## config.mk

```make
export PLATFORM = sky130hd
export DESIGN_NAME = hol_req_port
export DESIGN_NICKNAME = d
export VERILOG_FILES = /design/src/rtl/hol_pkg.sv /design/src/rtl/hol_fifo.sv /design/src/rtl/hol_piso.sv /design/src/rtl/hol_slot_ctrl.sv /design/src/rtl/hol_drop_ctr.sv /design/src/rtl/hol_req_port.sv
export SDC_FILE = /design/constraint.sdc
export NUM_CORES = 1
export LEC_CHECK = 0
export BUFFER_PORTS_ARGS = -buffer_cell sky130_fd_sc_hd__buf_4
export CAP_MARGIN = 30
export CORE_ASPECT_RATIO = 2
export CORE_MARGIN = 5
export CORE_UTILIZATION = 30
export DETAILED_ROUTE_END_ITERATION = 10
export GPL_ROUTABILITY_DRIVEN = 0
export PLACE_DENSITY_LB_ADDON = 0.2
export SYNTH_ARGS = -nofsm -noshare
export SYNTH_HDL_FRONTEND = slang
export SYNTH_SLANG_ARGS = --single-unit
```

## constraint.sdc

```tcl
create_clock -name clk -period 2.68 [get_ports clk]
set_input_delay 0.536 -clock clk [delete_from_list [all_inputs] [get_ports clk]]
set_output_delay 0.536 -clock clk [all_outputs]
set_load 0.02 [all_outputs]
```

## src/rtl/hol_pkg.sv

```systemverilog
// Shared types for the head-of-line request stage.
// Assumes: nothing beyond the enum encoding being private to the block.
package hol_pkg;

    // Slot phase of the input port.
    typedef enum logic [1:0] {
        ST_IDLE = 2'd0,   // waiting for a slot start
        ST_REQ  = 2'd1,   // shifting the request word
        ST_WAIT = 2'd2,   // waiting for the grant strobe
        ST_XMIT = 2'd3    // shifting the cell body
    } slot_st_t;

endpackage

```

## src/rtl/hol_fifo.sv

```systemverilog
// Cell store for the input port: first in, first out, DEPTH entries.
// Refuses a write when full, except in a cycle that also removes an entry
// . Assumes: pop is only raised while an entry is stored.
module hol_fifo #(
    parameter int DEPTH   = 4,
    parameter int ENTRY_W = 21
) (
    input  logic               clk,
    input  logic               rst_n,
    input  logic               wr_req,
    input  logic [ENTRY_W-1:0] wr_data,
    input  logic               pop,
    output logic [ENTRY_W-1:0] head,
    output logic               not_empty,
    output logic               refused
);
    localparam int PTR_W = (DEPTH > 1) ? $clog2(DEPTH) : 1;
    localparam int CNT_W = $clog2(DEPTH + 1);
    localparam logic [PTR_W-1:0] PTR_LAST = PTR_W'(DEPTH - 1);
    localparam logic [CNT_W-1:0] CNT_FULL = CNT_W'(DEPTH);

    logic [ENTRY_W-1:0] mem [DEPTH];
    logic [PTR_W-1:0]   rd_ptr, wr_ptr;
    logic [CNT_W-1:0]   level;
    logic               accept;

    // Room exists if not full or if the head leaves this cycle.
    always_comb begin
        accept  = wr_req && ((level != CNT_FULL) || pop);
        refused = wr_req && !accept;
    end

    // Storage write; data needs no reset.
    always_ff @(posedge clk) begin
        if (accept) begin
            mem[wr_ptr] <= wr_data;
        end
    end

    // Pointer and level bookkeeping.
    always_ff @(posedge clk) begin
        if (!rst_n) begin
            rd_ptr <= '0;
            wr_ptr <= '0;
            level  <= '0;
        end else begin
            if (accept) begin
                wr_ptr <= (wr_ptr == PTR_LAST) ? '0 : wr_ptr + 1'b1;
            end
            if (pop) begin
                rd_ptr <= (rd_ptr == PTR_LAST) ? '0 : rd_ptr + 1'b1;
            end
            case ({accept, pop})
                2'b10:   level <= level + 1'b1;
                2'b01:   level <= level - 1'b1;
                default: level <= level;
            endcase
        end
    end

    // Head view and presence flag.
    always_comb begin
        head      = mem[rd_ptr];
        not_empty = (level != '0);
    end

endmodule

```

## src/rtl/hol_piso.sv

```systemverilog
// Parallel-load, shift-left register giving its MSB as a serial stream.
// Assumes: load and shift are never raised together.
module hol_piso #(
    parameter int W = 8
) (
    input  logic         clk,
    input  logic         rst_n,
    input  logic         load,
    input  logic [W-1:0] load_val,
    input  logic         shift,
    output logic         msb
);
    logic [W-1:0] sr;

    // Load a word or move it one bit toward the MSB.
    always_ff @(posedge clk) begin
        if (!rst_n) begin
            sr <= '0;
        end else if (load) begin
            sr <= load_val;
        end else if (shift) begin
            sr <= {sr[W-2:0], 1'b0};
        end
    end

    assign msb = sr[W-1];

endmodule

```

## src/rtl/hol_slot_ctrl.sv

```systemverilog
// Slot sequencer: idle -> request -> wait for grant -> body -> idle.
// Latches whether the request named a cell, so a grant to an empty request
// sends nothing. Removes the head only after the last body bit.
// Assumes: REQ_LEN >= 2 and BODY_W >= 2.
module hol_slot_ctrl
    import hol_pkg::*;
#(
    parameter int REQ_LEN = 6,
    parameter int BODY_W  = 16
) (
    input  logic clk,
    input  logic rst_n,
    input  logic slot_start,
    input  logic ack_stb,
    input  logic ack_bit,
    input  logic hol_present,
    output logic req_load,
    output logic req_shift,
    output logic tx_load,
    output logic tx_shift,
    output logic pop,
    output logic req_vld,
    output logic tx_vld
);
    localparam int MAXL = (REQ_LEN > BODY_W) ? REQ_LEN : BODY_W;
    localparam int CW   = $clog2(MAXL + 1);
    localparam logic [CW-1:0] REQ_LAST = CW'(REQ_LEN - 1);
    localparam logic [CW-1:0] TX_LAST  = CW'(BODY_W - 1);

    slot_st_t        st;
    logic [CW-1:0]   cnt;
    logic            act_q;

    // Control strobes decoded from the current phase.
    always_comb begin
        req_load  = (st == ST_IDLE) && slot_start;
        req_shift = (st == ST_REQ);
        tx_load   = (st == ST_WAIT) && ack_stb && ack_bit && act_q;
        tx_shift  = (st == ST_XMIT);
        pop       = (st == ST_XMIT) && (cnt == TX_LAST);
        req_vld   = (st == ST_REQ);
        tx_vld    = (st == ST_XMIT);
    end

    // Phase, bit counter and presence latch.
    always_ff @(posedge clk) begin
        if (!rst_n) begin
            st    <= ST_IDLE;
            cnt   <= '0;
            act_q <= 1'b0;
        end else begin
            case (st)
                ST_IDLE: begin
                    if (slot_start) begin
                        st    <= ST_REQ;
                        cnt   <= '0;
                        act_q <= hol_present;
                    end
                end
                ST_REQ: begin
                    if (cnt == REQ_LAST) begin
                        st  <= ST_WAIT;
                        cnt <= '0;
                    end else begin
                        cnt <= cnt + 1'b1;
                    end
                end
                ST_WAIT: begin
                    if (ack_stb) begin
                        st  <= (ack_bit && act_q) ? ST_XMIT : ST_IDLE;
                        cnt <= '0;
                    end
                end
                default: begin
                    if (cnt == TX_LAST) begin
                        st  <= ST_IDLE;
                        cnt <= '0;
                    end else begin
                        cnt <= cnt + 1'b1;
                    end
                end
            endcase
        end
    end

endmodule

```

## src/rtl/hol_drop_ctr.sv

```systemverilog
// Saturating event counter for refused arrivals.
// Assumes: at most one event per cycle.
module hol_drop_ctr #(
    parameter int W = 8
) (
    input  logic         clk,
    input  logic         rst_n,
    input  logic         inc,
    output logic [W-1:0] count
);
    // Count up, holding at all-ones.
    always_ff @(posedge clk) begin
        if (!rst_n) begin
            count <= '0;
        end else if (inc && (count != '1)) begin
            count <= count + 1'b1;
        end
    end

endmodule

```

## src/rtl/hol_req_port.sv

```systemverilog
// Input port of a request/grant slotted switch. Buffers arriving cells,
// sends a serial request for the oldest cell at each slot start, and on a
// grant sends that cell's body serially without its destination field.
// Assumes: slot timing and grant strobes come from the fabric; the
// fabric strobes a grant only after the request has been sent.
module hol_req_port #(
    parameter int N_PORTS = 8,
    parameter int ADDR_W  = $clog2(N_PORTS),
    parameter int PRIO_EN = 1,
    parameter int PRIO_W  = 2,
    parameter int BODY_W  = 16,
    parameter int DEPTH   = 4,
    parameter int DROP_W  = 8
) (
    input  logic              clk,
    input  logic              rst_n,
    input  logic              cell_vld,
    input  logic [ADDR_W-1:0] cell_dest,
    input  logic [PRIO_W-1:0] cell_prio,
    input  logic [BODY_W-1:0] cell_body,
    input  logic              slot_start,
    input  logic              ack_stb,
    input  logic              ack_bit,
    output logic              req_vld,
    output logic              req_bit,
    output logic              tx_vld,
    output logic              tx_bit,
    output logic [DROP_W-1:0] drop_cnt
);
    localparam int HDR_W   = (PRIO_EN != 0) ? (PRIO_W + ADDR_W) : ADDR_W;
    localparam int REQ_LEN = 1 + HDR_W;
    localparam int ENTRY_W = PRIO_W + ADDR_W + BODY_W;

    logic [ENTRY_W-1:0] head;
    logic               hol_present, refused, pop;
    logic               req_load, req_shift, tx_load, tx_shift;
    logic               req_msb, tx_msb;
    logic [REQ_LEN-1:0] req_word;
    logic [HDR_W-1:0]   hdr;

    // Cell store.
    hol_fifo #(.DEPTH(DEPTH), .ENTRY_W(ENTRY_W)) fifo_i (
        .clk(clk), .rst_n(rst_n),
        .wr_req(cell_vld), .wr_data({cell_prio, cell_dest, cell_body}),
        .pop(pop), .head(head), .not_empty(hol_present), .refused(refused)
    );

    // Slot sequencing.
    hol_slot_ctrl #(.REQ_LEN(REQ_LEN), .BODY_W(BODY_W)) ctrl_i (
        .clk(clk), .rst_n(rst_n),
        .slot_start(slot_start), .ack_stb(ack_stb), .ack_bit(ack_bit),
        .hol_present(hol_present),
        .req_load(req_load), .req_shift(req_shift),
        .tx_load(tx_load), .tx_shift(tx_shift), .pop(pop),
        .req_vld(req_vld), .tx_vld(tx_vld)
    );

    // Request header: priority is carried only when enabled.
    generate
        if (PRIO_EN != 0) begin : g_prio_hdr
            assign hdr = {head[ENTRY_W-1 -: PRIO_W], head[BODY_W +: ADDR_W]};
        end else begin : g_plain_hdr
            assign hdr = head[BODY_W +: ADDR_W];
        end
    endgenerate

    // Request word; all zero when no cell is stored.
    always_comb begin
        req_word = hol_present ? {1'b1, hdr} : '0;
    end

    // Request serialiser.
    hol_piso #(.W(REQ_LEN)) req_sh_i (
        .clk(clk), .rst_n(rst_n), .load(req_load), .load_val(req_word),
        .shift(req_shift), .msb(req_msb)
    );

    // Body serialiser; destination is not loaded.
    hol_piso #(.W(BODY_W)) tx_sh_i (
        .clk(clk), .rst_n(rst_n), .load(tx_load), .load_val(head[BODY_W-1:0]),
        .shift(tx_shift), .msb(tx_msb)
    );

    // Lost-arrival tally.
    hol_drop_ctr #(.W(DROP_W)) drop_i (
        .clk(clk), .rst_n(rst_n), .inc(refused), .count(drop_cnt)
    );

    // Serial outputs are quiet outside their phases.
    always_comb begin
        req_bit = req_vld && req_msb;
        tx_bit  = tx_vld && tx_msb;
    end

endmodule

```

==> flow_metrics.py, run 1 <==
metrics = {
    "drt": {
        "dr.pass1.iters": 4,
        "routedWlPerCell_um": 14.8,
        "wirelength_mm": 9.77,
        "ant_nets": 0,
        "drc_errors": 0,
        "routed_via_density": 4.84,
        "drt_iter0_drc": 93,
        "vias": 3203,
    },
    "power_and_ir_drop": {
        "p_leak_uw": 0.00222,
        "peakVddDrop_mv": 0.485,
        "p_per_area_nw_per_um2": 745,
        "p_total_uw": 4900,
    },
    "clock_tree": {
        "postCtsSetupBuffers": 0,
        "holdBufCountCts": 0,
        "cts_root_buf": "clkbuf_16",
        "cts-htree-levels": 4,
        "cts_buffers": 17,
        "cts-resized-gates": 0,
        "cts_tree": "built",
        "insertion_delay_ns": 0.42,
        "clock_path_buffers": 2,
        "clk_pin_slew_ns": 0.07,
        "cts.sinks": 131,
    },
    "synthesis": {
        "synth_seq_cells": 131,
        "ys_types": 48,
        "avgSynthCellArea_um2": 13.9,
        "synth-compound-area-share_pct": 7.61,
        "synth_seq_area_share_pct": 65.0,
        "synth_top_area_share_pct": 47.3,
        "synth-edff-count": 84,
        "synthAdderAreaFrac_pct": 2.96,
        "synth-xor-area-share_pct": 0.657,
        "synth.largest_area_cell": "edfxtp_1",
        "synth_mux_area_share_pct": 9.84,
        "yosys-top-cells-count": "84 x edfxtp_1, 47 x dfxtp_1, 44 x nand2_1",
        "synth_warnings": 0,
        "syn-num-nets": 423,
        "async_reset_ff_share_pct": 0,
        "syn_inst": 384,
        "synth-simple-area-share_pct": 11.4,
        "synthTopCellsByArea": "edfxtp_1 47%, dfxtp_1 18%, mux4_2 8.9%, nand2_1 3.1%, ha_1 2.6%",
        "ys.flop_type": "edfxtp_1",
        "synthMostInstantiatedCell": "edfxtp_1",
        "synth_top_family_by_area": "simple AND/OR/NAND/NOR gates",
        "synth_area_um2": 5330,
    },
    "floorplanning": {
        "die_w_um": 104,
        "ios": 39,
        "num_rows": 69,
        "dieArea_um2": 20700,
        "coreArea_um2": 17600,
        "start_util_pct": 30.3,
        "die_y_um": 198,
    },
    "timing": {
        "rsz0062_at_grt": "false",
        "period_minus_slack_ns": 2.49,
        "fin_crit_sh_pct": 93.0,
        "fmax_ghz": 0.401,
        "fin_setup_tns_ns": 0,
        "slew_headroom_pct": 66.4,
        "setup_viol": 0,
        "maxSlewViolCount": 0,
        "finalHoldViolations": 0,
        "tightestPinTransition_ns": 0.503,
        "finClkSkew_ns": 0.0154,
    },
    "cells_and_area": {
        "syn_to_final_growth_pct": 23.3,
        "post-route-util_pct": 37.3,
        "fin_nets": 475,
        "antenna_cells": 0,
        "drive_above_1_share_pct": 26.3,
        "fin_cells": 662,
    },
    "global_routing": {
        "grt_pass1_vias": 3129,
        "grt_max_degree": 33,
        "grt-busiest-layer": "met2",
        "grtUsageMet1_pct": 12.9,
        "grt_overflow": 0,
        "met3_usage_pct": 2.96,
        "grt_pass1_wl_mm": 16.3,
        "grt.total_usage_pct": 9.91,
        "met2_usage_pct": 15.5,
        "antenna_found_initial": 0,
    },
    "setup_path": {
        "end_kind": "flip-flop",
        "crit_type": "reg -> reg",
        "cp_max_fo": 4,
        "start_kind": "flip-flop",
        "worstPathArrival_ns": 2.83,
        "critPathRequiredTime_ns": 3.02,
    },
    "placement": {
        "place_hpwl_mm": 6.26,
        "placed_cells": 630,
        "io_buffers": 38,
    },
    "flow_run": {
        "maxCapViolations": 0,
    },
    "hold_path": {
        "hp-class": "in -> reg",
    },
    "run_status": {
        "status": "completed",
    },
}
## sequential cells by signal, summed over array words and instances, names as in the netlist, named ones only
register and flops:
fifo_i.wr_ptr 2, fifo_i.rd_ptr 2, drop_i.count 8, tx_sh_i.sr 16
req_sh_i.sr 6, ctrl_i.act_q 1, ctrl_i.cnt 5, fifo_i.mem 84
ctrl_i.st 2, fifo_i.level 3
## kinds of logic after synthesis
kind of cell,after synthesis
buf+inv,32
flops,131
mux,26
simple gates,119
compound gates,60
xor+xnor,4
fa+ha+maj,12
## cell type report
class / instances / area [µm²]
fillers: 1692 / 11000
flip-flops and latches: 131 / 3460
multi-input cells: 221 / 1740
repair buffers: 50 / 438
clock buffers: 17 / 425
well taps: 213 / 267
clock inverters: 15 / 181
inverters: 15 / 56.3
## power breakdown
part	total (µW)	internal (µW)	switching (µW)
Clock	2290	1270	1020
Sequential	2280	2240	41.0
Combinational	322	138	184
## layer usage
metal | routed length [µm] | up-vias | part of all wire, %
li1 | - | 1563 | -
met1 | 4490 | 1567 | 46
met2 | 4710 | 63 | 48
met3 | 448 | 10 | 4.6
met4 | 119 | 0 | 1.2
met5 | 0 | - | 0
## worst max-delay path: stages, from the launching register on
cell     delay, ns
dfxtp_2       0.34
ha_1          0.20
and3_1        0.20
ha_2          0.20
nand3_4       0.10
a31oi_2       0.10
inv_1         0.07
ha_2          0.19
inv_1         0.05
fa_1          0.36
xor2_1        0.15
or3_1         0.32
a21oi_2       0.13
## final timing paths
check	to	slack [ns]	depth (start not counted)	startpoint
setup / recovery	fifo_i.level[2]	0.19	12	ctrl_i.cnt[0]
hold / removal	fifo_i.mem[1][10]	0.32	1	cell_body[10]
setup reg to reg	fifo_i.level[2]	0.19	12	ctrl_i.cnt[0]
hold reg to reg	req_sh_i.sr[5]	0.46	2	req_sh_i.sr[4]
## cells in the final DEF (no fill, tap or decap), types with 2 or more instances in the layout
master and count:
nor3_1 4, nor2_2 2, nand4_1 3, inv_8 8
nor2_1 31, and2_1 6, buf_4 45, mux4_2 21
and3_1 2, a311oi_1 15, ha_1 9, a32oi_1 2
edfxtp_1 84, buf_12 5, o41ai_1 2, nand2b_1 2
clkbuf_16 17, nand2_1 44, or4_1 4, inv_1 13
ha_2 2, clkinv_8 4, dfxtp_1 46, or3b_1 2
inv_6 2, mux2i_1 4, clkinv_1 2, o31ai_1 3
a21oi_1 18, o21ai_0 13, nand3_1 6, or3_1 3
xor2_1 3
## metrics by stage
stage / worst slack (ns) / area [µm²] / hold slack, ns
CTS: 0.0788 / 6560 / 0.299
global placement: 0.145 / 5950 / 0.445
floorplan: 0.160 / 5330 / 0.429
global route: 0.00989 / 6570 / 0.297
finish: 0.187 / 6570 / 0.315
detailed placement: 0.108 / 5950 / 0.450
Power figures use the tool's default switching activity.
==> run 2, diff against run 1 <==
REMOVE_ABC_BUFFERS = 1   (was unset)
==> flow_metrics.py, run 2 (same netlist as run 1, synthesis figures left out) <==
metrics = {
    "run_status": {
        "status": "completed",
    },
    "timing": {
        "fmax_ghz": 0.401,
        "maxSlewViolCount": 0,
        "finClkSkew_ns": 0.00855,
        "rsz0062_at_grt": "false",
        "slew_headroom_pct": 62.4,
        "period_minus_slack_ns": 2.49,
        "tightestPinTransition_ns": 0.560,
        "fin_crit_sh_pct": 93.0,
        "fin_setup_tns_ns": 0,
        "setup_viol": 0,
        "finalHoldViolations": 0,
    },
    "cells_and_area": {
        "drive_above_1_share_pct": 26.4,
        "antenna_cells": 0,
        "mostFrequentLayoutCell": "edfxtp_1",
        "fin_nets": 476,
        "regArea_um2": 3460,
        "largest_register_ffs": 84,
        "final_area_um2": 6520,
        "final_cell_mix": "84 x edfxtp_1, 47 x buf_4, 46 x dfxtp_1, 44 x nand2_1, 31 x nor2_1",
        "nFillCells": 1734,
        "reg_top3": "fifo_i.mem (84), tx_sh_i.sr (16), drop_i.count (8)",
        "largest_register": "fifo_i.mem",
        "multi_input_area_um2": 1740,
        "syn_to_final_growth_pct": 22.4,
    },
    "clock_tree": {
        "cts_root_buf": "clkbuf_16",
        "clock_path_buffers": 2,
        "clk_pin_slew_ns": 0.06,
        "cts-htree-levels": 4,
        "insertion_delay_ns": 0.41,
        "cts.sinks": 131,
        "cts_tree": "built",
        "cts_buffers": 17,
        "postCtsSetupBuffers": 0,
    },
    "setup_path": {
        "r2r.worst_path.cells": 12,
        "critPathRequiredTime_ns": 3.03,
        "reg2reg_to": "fifo_i.level[2]",
        "rr_startpoint": "ctrl_i.cnt[0]",
        "reg2reg_setup_slack_ns": 0.19,
        "end_kind": "flip-flop",
        "start_kind": "flip-flop",
        "crit_type": "reg -> reg",
        "worstPathArrival_ns": 2.84,
        "cp_max_fo": 4,
    },
    "global_routing": {
        "grt_overflow": 0,
        "grtUsageMet1_pct": 12.8,
        "antenna_found_initial": 0,
        "grt_pass1_vias": 3277,
        "grt-busiest-layer": "met2",
        "grt_max_degree": 33,
        "met2_usage_pct": 17.7,
        "met3_usage_pct": 2.92,
        "grt_pass1_wl_mm": 17.1,
        "grt.total_usage_pct": 10.6,
    },
    "drt": {
        "routed_via_density": 4.83,
        "routedWlPerCell_um": 15.6,
        "ant_nets": 0,
        "vias": 3200,
        "drt_iter0_drc": 130,
        "drc_errors": 0,
        "dr.pass1.iters": 4,
        "wirelength_mm": 10.3,
    },
    "power_and_ir_drop": {
        "seq_power_share_pct": 47.8,
        "internal_power_uw": 3600,
        "p_per_area_nw_per_um2": 734,
        "p_leak_uw": 0.00219,
        "peakVddDrop_mv": 0.402,
        "switching_share_pct": 24.7,
        "p_sw_uw": 1180,
        "p_clk_share_pct": 45.6,
        "pwr-share-comb_pct": 6.6,
    },
    "placement": {
        "io_buffers": 38,
        "place_hpwl_mm": 6.43,
        "place_area_um2": 5950,
    },
    "hold_path": {
        "holdPathStages": 1,
        "hold_end": "fifo_i.mem[3][6]",
        "hp-class": "in -> reg",
        "hp-start": "cell_body[6]",
    },
    "floorplanning": {
        "die_y_um": 198,
        "start_util_pct": 30.3,
        "num_rows": 69,
        "die_w_um": 104,
        "coreArea_um2": 17600,
        "dieArea_um2": 20700,
        "ios": 39,
    },
    "flow_run": {
        "maxCapViolations": 0,
    },
}
==> run 2: cell types whose count changed in the layout (fill, tap and decap cells not counted), sizes merged <==
cell and change:
buf +1, clkinvlp +2, clkinv -1, inv -1
==> run 2: layout make-up <==
type                    instances  area share (%)
multi-input cells             221            26.6
repair buffers                 51            6.64
inverters                      15           0.863
clock buffers                  17            6.52
well taps                     213            4.09
clock inverters                15            2.15
flip-flops and latches        131            53.1
==> run 2: routing by layer <==
metal  wire length (µm)  share of wire, %
met1               4630                45
met2               5210                50
met3                359               3.5
met4                144               1.4
met5                  0                 0
==> run 2: timing repair <==
action | in CTS | in global routing
hold buffers | 0 | 0
endpoints found under the setup margin | 0 | 1
resized for setup | 0 | 4
==> run 2: power groups by stage <==
stage | logic (µW) | registers [µW] | clock network, µW
3_3_place_gp | 321 | 2330 | 0
4_1_cts | 322 | 2290 | 2240
5_1_grt | 354 | 2300 | 2330
3_5_place_dp | 321 | 2330 | 0
6_report | 314 | 2290 | 2180
2_1_floorplan | 188 | 2320 | 0
==> run 2: critical path, cell delays in order (launching register included) <==
cell     delay [ns]
dfxtp_2        0.34
ha_1           0.20
and3_1         0.20
ha_2           0.20
nand3_4        0.10
a31oi_2        0.10
inv_1          0.08
ha_2           0.19
inv_1          0.05
fa_1           0.37
xor2_1         0.15
or3_1          0.32
a21oi_2        0.13
==> run 2: per-stage QoR <==
step,total power [µW],setup slack [ns],instances,hold slack [ns],util [%]
after floorplan,2510,0.143,367,0.429,-
after global placement,2650,0.182,631,0.443,33.8
after detailed placement,2650,0.130,631,0.455,33.8
after CTS,4850,0.107,663,0.303,37.0
after global routing,4990,0.00301,663,0.296,37.0
final,4790,0.188,663,0.320,37.0
==> run 2: worst max-delay path by stage <==
| stage | from | to | slack [ns] | cells after the start |
|---|---|---|---|---|
| finish | ctrl_i.cnt[0] | fifo_i.level[2] | 0.19 | 12 |
| global route | ctrl_i.cnt[0] | fifo_i.level[2] | 0.003 | 12 |
| CTS | ctrl_i.cnt[0] | fifo_i.level[2] | 0.11 | 12 |
| detailed placement | ctrl_i.cnt[0] | fifo_i.level[2] | 0.13 | 12 |
| global placement | ctrl_i.cnt[0] | fifo_i.level[2] | 0.18 | 12 |
| floorplan | ctrl_i.cnt[0] | fifo_i.level[2] | 0.14 | 12 |
